<file path="src/rtl/rt_fifo_pkg.sv">
package rt_fifo_pkg;
  typedef enum logic {
    MODE_STD  = 1'b0,
    MODE_FWFT = 1'b1
  } rd_mode_e;
endpackage

</file>
<file path="src/rtl/rt_fifo_cfg.sv">
module rt_fifo_cfg
  import rt_fifo_pkg::*;
#(
  parameter int CW     = 5,
  parameter int AE_DEF = 2,
  parameter int AF_DEF = 2
) (
  input  logic          clk_i,
  input  logic          rst_ni,
  input  logic          load_i,
  input  logic          fwft_i,
  input  logic [CW-1:0] ae_off_i,
  input  logic [CW-1:0] af_off_i,
  output rd_mode_e      mode_o,
  output logic [CW-1:0] ae_off_o,
  output logic [CW-1:0] af_off_o
);
  always_ff @(posedge clk_i or negedge rst_ni) begin
    if (!rst_ni) begin
      mode_o   <= MODE_STD;
      ae_off_o <= CW'(AE_DEF);
      af_off_o <= CW'(AF_DEF);
    end else if (load_i) begin
      mode_o   <= fwft_i ? MODE_FWFT : MODE_STD;
      ae_off_o <= ae_off_i;
      af_off_o <= af_off_i;
    end
  end

  p_cfg_hold_r1: assert property (@(posedge clk_i) disable iff (!rst_ni)
    !load_i |=> $stable(mode_o) && $stable(ae_off_o) && $stable(af_off_o));
endmodule

</file>
<file path="src/rtl/rt_fifo_store.sv">
module rt_fifo_store #(
  parameter int DW    = 8,
  parameter int DEPTH = 16,
  parameter int AW    = 4
) (
  input  logic          clk_i,
  input  logic          we_i,
  input  logic [AW-1:0] waddr_i,
  input  logic [DW-1:0] wdata_i,
  input  logic [AW-1:0] raddr_i,
  output logic [DW-1:0] rdata_o
);
  logic [DW-1:0] mem_q [DEPTH];

  always_ff @(posedge clk_i) begin
    if (we_i) mem_q[waddr_i] <= wdata_i;
  end

  assign rdata_o = mem_q[raddr_i];
endmodule

</file>
<file path="src/rtl/rt_fifo_flags.sv">
module rt_fifo_flags #(
  parameter int DEPTH = 16,
  parameter int CW    = 5
) (
  input  logic [CW-1:0] count_i,
  input  logic [CW-1:0] ae_off_i,
  input  logic [CW-1:0] af_off_i,
  output logic          empty_o,
  output logic          full_o,
  output logic          half_o,
  output logic          aempty_o,
  output logic          afull_o
);
  localparam logic [CW-1:0] FULL_CNT = CW'(DEPTH);
  localparam logic [CW-1:0] HALF_CNT = CW'(DEPTH / 2);

  logic [CW-1:0] free_cnt;

  assign free_cnt = FULL_CNT - count_i;
  assign empty_o  = (count_i == '0);
  assign full_o   = (count_i == FULL_CNT);
  assign half_o   = (count_i > HALF_CNT);
  assign aempty_o = (count_i < ae_off_i);
  assign afull_o  = (free_cnt <= af_off_i);
endmodule

</file>
<file path="src/rtl/rt_fifo.sv">
module rt_fifo
  import rt_fifo_pkg::*;
#(
  parameter int DW     = 8,
  parameter int DEPTH  = 16,
  parameter int AE_DEF = 2,
  parameter int AF_DEF = 2,
  localparam int AW    = $clog2(DEPTH),
  localparam int CW    = AW + 1
) (
  input  logic          clk_i,
  input  logic          rst_ni,
  input  logic          mrst_i,
  input  logic          prst_i,
  input  logic          fwft_sel_i,
  input  logic [CW-1:0] ae_off_i,
  input  logic [CW-1:0] af_off_i,
  input  logic          wr_en_i,
  input  logic [DW-1:0] wdata_i,
  input  logic          rd_en_i,
  input  logic          mark_i,
  input  logic          rt_i,
  output logic [DW-1:0] rdata_o,
  output logic          flag_e_o,
  output logic          flag_f_o,
  output logic          half_full_o,
  output logic          almost_empty_o,
  output logic          almost_full_o
);
  rd_mode_e      mode;
  logic [CW-1:0] ae_off, af_off;
  logic [CW-1:0] wptr, rptr, mark_ptr, wptr_d1, wptr_d2;
  logic [CW-1:0] count, rd_cnt;
  logic          mark_vld, or_q, rt_blk;
  logic [DW-1:0] rdata_q, mem_rd;
  logic          empty, full;
  logic          rst_any, fwft, wr_acc, rd_std, fetch, pop;

  rt_fifo_cfg #(.CW(CW), .AE_DEF(AE_DEF), .AF_DEF(AF_DEF)) u_cfg (
    .clk_i, .rst_ni, .load_i(mrst_i), .fwft_i(fwft_sel_i),
    .ae_off_i, .af_off_i,
    .mode_o(mode), .ae_off_o(ae_off), .af_off_o(af_off)
  );

  rt_fifo_store #(.DW(DW), .DEPTH(DEPTH), .AW(AW)) u_store (
    .clk_i, .we_i(wr_acc), .waddr_i(wptr[AW-1:0]), .wdata_i,
    .raddr_i(rptr[AW-1:0]), .rdata_o(mem_rd)
  );

  rt_fifo_flags #(.DEPTH(DEPTH), .CW(CW)) u_flags (
    .count_i(count), .ae_off_i(ae_off), .af_off_i(af_off),
    .empty_o(empty), .full_o(full), .half_o(half_full_o),
    .aempty_o(almost_empty_o), .afull_o(almost_full_o)
  );

  assign rst_any = mrst_i | prst_i;
  assign fwft    = (mode == MODE_FWFT);
  assign count   = wptr - rptr;
  // read side sees writes two cycles late in fall-through timing
  assign rd_cnt  = wptr_d2 - rptr;
  assign wr_acc  = wr_en_i && !full && !rst_any;
  assign rd_std  = !fwft && rd_en_i && !empty && !rt_blk && !rt_i;
  assign fetch   = fwft && !rt_blk && !rt_i && (rd_cnt != '0) && (!or_q || rd_en_i);
  assign pop     = rd_std || fetch;

  always_ff @(posedge clk_i or negedge rst_ni) begin
    if (!rst_ni) begin
      wptr     <= '0;
      rptr     <= '0;
      wptr_d1  <= '0;
      wptr_d2  <= '0;
      mark_ptr <= '0;
      mark_vld <= 1'b0;
      or_q     <= 1'b0;
      rt_blk   <= 1'b0;
      rdata_q  <= '0;
    end else if (rst_any) begin
      wptr     <= '0;
      rptr     <= '0;
      wptr_d1  <= '0;
      wptr_d2  <= '0;
      mark_ptr <= '0;
      mark_vld <= 1'b0;
      or_q     <= 1'b0;
      rt_blk   <= 1'b0;
      rdata_q  <= '0;
    end else begin
      if (wr_acc) wptr <= wptr + 1'b1;
      wptr_d1 <= wptr;
      wptr_d2 <= wptr_d1;
      rt_blk  <= rt_i;
      if (rt_i) begin
        rptr <= mark_vld ? mark_ptr : '0;
        or_q <= 1'b0;
      end else begin
        if (pop) begin
          rptr    <= rptr + 1'b1;
          rdata_q <= mem_rd;
        end
        if (fetch)        or_q <= 1'b1;
        else if (rd_en_i) or_q <= 1'b0;
        if (mark_i && !fwft) begin
          mark_ptr <= rptr;
          mark_vld <= 1'b1;
        end else if (mark_i && or_q) begin
          mark_ptr <= rptr - 1'b1;  // word on the output
          mark_vld <= 1'b1;
        end
      end
    end
  end

  assign rdata_o  = rdata_q;
  assign flag_e_o = fwft ? or_q : (empty || rt_blk);
  assign flag_f_o = fwft ? !full : full;

  p_no_overflow_r3: assert property (@(posedge clk_i) disable iff (!rst_ni)
    count <= CW'(DEPTH));
  p_full_drop_r3: assert property (@(posedge clk_i) disable iff (!rst_ni)
    full && wr_en_i && !rst_any |=> wptr == $past(wptr));
  p_rt_wptr_r10: assert property (@(posedge clk_i) disable iff (!rst_ni)
    rt_i && !wr_en_i && !rst_any |=> $stable(wptr));
  p_rt_flag_r11: assert property (@(posedge clk_i) disable iff (!rst_ni)
    rt_i && !rst_any |=> (fwft ? !flag_e_o : flag_e_o));
  p_prst_clear_r12: assert property (@(posedge clk_i) disable iff (!rst_ni)
    prst_i |=> rdata_o == '0 && wptr == '0 && rptr == '0);
  p_prst_keep_r12: assert property (@(posedge clk_i) disable iff (!rst_ni)
    prst_i && !mrst_i |=> mode == $past(mode));
endmodule

</file>
<file path="config.mk">
export PLATFORM = sky130hd
export DESIGN_NAME = rt_fifo
export DESIGN_NICKNAME = d
export VERILOG_FILES = /design/src/rtl/rt_fifo_pkg.sv /design/src/rtl/rt_fifo_cfg.sv /design/src/rtl/rt_fifo_store.sv /design/src/rtl/rt_fifo_flags.sv /design/src/rtl/rt_fifo.sv
export SDC_FILE = /design/constraint.sdc
export NUM_CORES = 1
export LEC_CHECK = 0
export ABC_AREA = 1
export BUFFER_PORTS_ARGS = -buffer_cell sky130_fd_sc_hd__buf_2
export CAP_MARGIN = 40
export CORE_MARGIN = 3
export CORE_UTILIZATION = 28
export CTS_BUF_LIST = sky130_fd_sc_hd__clkbuf_8
export DETAILED_ROUTE_END_ITERATION = 8
export PLACE_DENSITY = 0.49
export SYNTH_ARGS = -nofsm -noshare
export SYNTH_HDL_FRONTEND = slang
export SYNTH_SLANG_ARGS = --single-unit
export TNS_END_PERCENT = 5
</file>
<file path="constraint.sdc">
create_clock -name clk_i -period 4.4 [get_ports clk_i]
set_input_delay 0.88 -clock clk_i [delete_from_list [all_inputs] [get_ports clk_i]]
set_output_delay 0.88 -clock clk_i [all_outputs]
set_load 0.1 [all_outputs]
</file>
==> out/metrics.csv <==
metric,value,unit
relSlewSlack,0.449,
die_y,174,um
clock_tree.buffer_depth,2,
clock.fmax,240,MHz
peakVddDrop,0.194,mV
grt.total_usage,0.128,
place_area,0.00868,sq mm
drv_cap,0,
crit_arrival,3.29,ns
syn_area,0.00792,sq mm
ctsHtreeMaxLevel,4,
insertion_delay,0.47,ns
overflow,0,
yosys-top-cells-area,"edfxtp_1 (49%), dfrtp_1 (14%), nor2_1 (5.6%)",
grt_first_pass_wirelength,30400,um
antenna_found_initial,0,
cts_root_buffer,clkbuf_8,
criticalPathCategory,flop to primary output,
slowest_stage,fa_1,
cp_max_fo,3,
netlist.top_cell.by_area,edfxtp_1,
reg2reg_from,wptr[0],
grt_max_degree,70,
synthArstFlopShare,0.269,
ys_ff_latch,175,
hpwl,12400,um
wirelength,19100,um
pin_count,40,
syn_avg_cell_area,10.7,sq um
yosys_most_used_dff,edfxtp_1,
worstPathCellList,inv_2 > ha_1 > inv_1 > fa_1 > inv_1 > ha_1 > inv_1 > nor2_2 > inv_1 > nor2_1 > ha_1 > ha_1 > a21oi_1 > o21ai_1 > o22ai_2 > buf_12,
synthMostInstantiatedCell,edfxtp_1,
max_stage_delay,0.55,ns
status,completed,
cts.sinks,175,
synth_seq_area_share,0.634,
final_util,0.334,
synth_top_area_share,0.485,
cts_tree,yes,
area_growth,15.5,%
die_area,0.0303,sq mm
slew_viol_final,0,
die_x,174,um
finalHoldViolCount,0,
rsz0062_at_grt,false,
hp-class,primary input to async pin,
fill_cells,2777,
row_count,60,
vias_per_cell,4.58,
synth_nets,796,
synthTopCellsByCount,"edfxtp_1 (128), nor2_1 (119), nand2_1 (100)",
design_area,0.00915,sq mm
num_antenna_cells,0,
critPathTopFamily,adder cells,
dpl.cell_count,1148,
drc,0,
ant_nets,0,
crit_path_start_kind,flop,
fin_crit_sh,0.949,
io_buffers,39,
fin_crit,4.17,ns
r2r_setup_slack,0.98,ns
vias,5419,
final_cell_count_no_fill,1183,
endpoint_kind,primary output,
setup_viol,0,
core,0.0274,sq mm
drt_iter0_markers,341,
nNetsFinal,851,
synth_edf_count,128,
grt_pass1_vias,5308,
worstMarginPinSlew,0.826,ns
worst-path-buf-inv,6,
start_util,0.289,
cts_buffers,17,
drive_gt1_frac,0.155,
powerDensity,377,mW/mm^2
path_clk_slew,0.11,ns
drt_pass1_iterations,4,
synthCells,743,
rr_endpoint,u_store.mem_q[2][5],
finClkSkew,0.0213,ns
synthDistinctLibCells,39,
wl_per_cell,16.1,um
cp.required,3.52,ns
reg2regPathDepth,17,
cts_hold_buf,0,
yosys_warnings,0,
place.gp.congestion,0.784,
power_leakage,0.00362,uW
## cells by family (layout without fill, tap and decap cells)
family / after synthesis / count (layout) / synth area share
compound gates: 139 / 139 / 0.0975
xor+xnor: 9 / 9 / 0.00995
fa+ha+maj: 26 / 26 / 0.0420
buf+inv: 100 / 168 / 0.0550
flops: 175 / 175 / 0.634
mux: 2 / 2 / 0.00284
simple gates: 292 / 292 / 0.158
## power breakdown
| group | switching, uW | internal [uW] | total, uW | leakage [uW] |
|---|---|---|---|---|
| Sequential | 8.71 | 1790 | 1800 | 0.00177 |
| Clock | 718 | 450 | 1170 | 0.000214 |
| Combinational | 330 | 145 | 475 | 0.00163 |
## flip-flops by register name, indices dropped and copies added (netlist names)
register        count
u_store.mem_q     128
rdata_o             8
mark_ptr            5
rptr                5
u_cfg.ae_off_o      5
u_cfg.af_off_o      5
wptr                5
wptr_d1             5
wptr_d2             5
mark_vld            1
or_q                1
rt_blk              1
u_cfg.mode_o        1
## final cells by class
cell class	count	area, sq um	area share
Sequential cell	175	5020	0.549
Multi-Input combinational cell	468	2480	0.272
Timing Repair Buffer	68	485	0.0531
Tap cell	372	465	0.0509
Inverter	68	255	0.0279
Clock buffer	17	234	0.0256
Clock inverter	15	196	0.0215
## stage by stage
stage	worst slack (ns)	hold slack (ns)	power, uW	TNS, ns
after global placement	0.522	0.454	2310	0
final	0.226	0.448	3440	0
after detailed placement	0.452	0.457	2310	0
after CTS	0.0326	0.455	3480	0
after floorplan	-0.317	0.448	2150	-0.516
after global routing	0.00816	0.477	3600	0
## layer usage
layer | up-vias | share of wire | track usage
met3 | 10 | 0.040 | 0.0306
li1 | 2676 | - | -
met5 | - | 0 | 0
met1 | 2641 | 0.48 | 0.181
met2 | 92 | 0.47 | 0.203
met4 | 0 | 0.0065 | 0.0245
## worst max-delay path by stage
stage | startpoint | to | slack [ns] | cells past startpoint
5_1_grt | wptr[0] | almost_full_o | 0.008 | 16
6_report | wptr[0] | almost_full_o | 0.23 | 16
2_1_floorplan | rptr[2] | almost_empty_o | -0.32 | 11
4_1_cts | wptr[0] | almost_full_o | 0.03 | 16
3_3_place_gp | wptr[0] | almost_full_o | 0.52 | 16
3_5_place_dp | wptr[0] | almost_full_o | 0.45 | 16
## placed cells by master, fill, tap and decap left out, types with 3 or more instances in the layout
cell type,count
edfxtp_1,128
nor2_1,118
nand2_1,99
inv_1,63
o21ai_1,57
dfrtp_1,43
buf_2,35
o21ai_0,33
nand3_1,31
buf_4,28
ha_1,25
clkbuf_8,17
nand4_1,16
o22ai_1,16
o211ai_1,16
a21oi_1,12
nor3_1,12
xor2_1,7
nand2_2,5
inv_8,5
clkinv_8,5
buf_12,5
inv_2,4
nor2_2,3
## what timing repair did
| action | CTS | global route |
|---|---|---|
| setup buffers | 0 | 3 |
| setup endpoints to repair | 1 | 1 |
| pin swaps | 0 | 5 |
| gates resized for setup | 2 | 3 |
No activity file was read; power rests on OpenSTA's default activity.
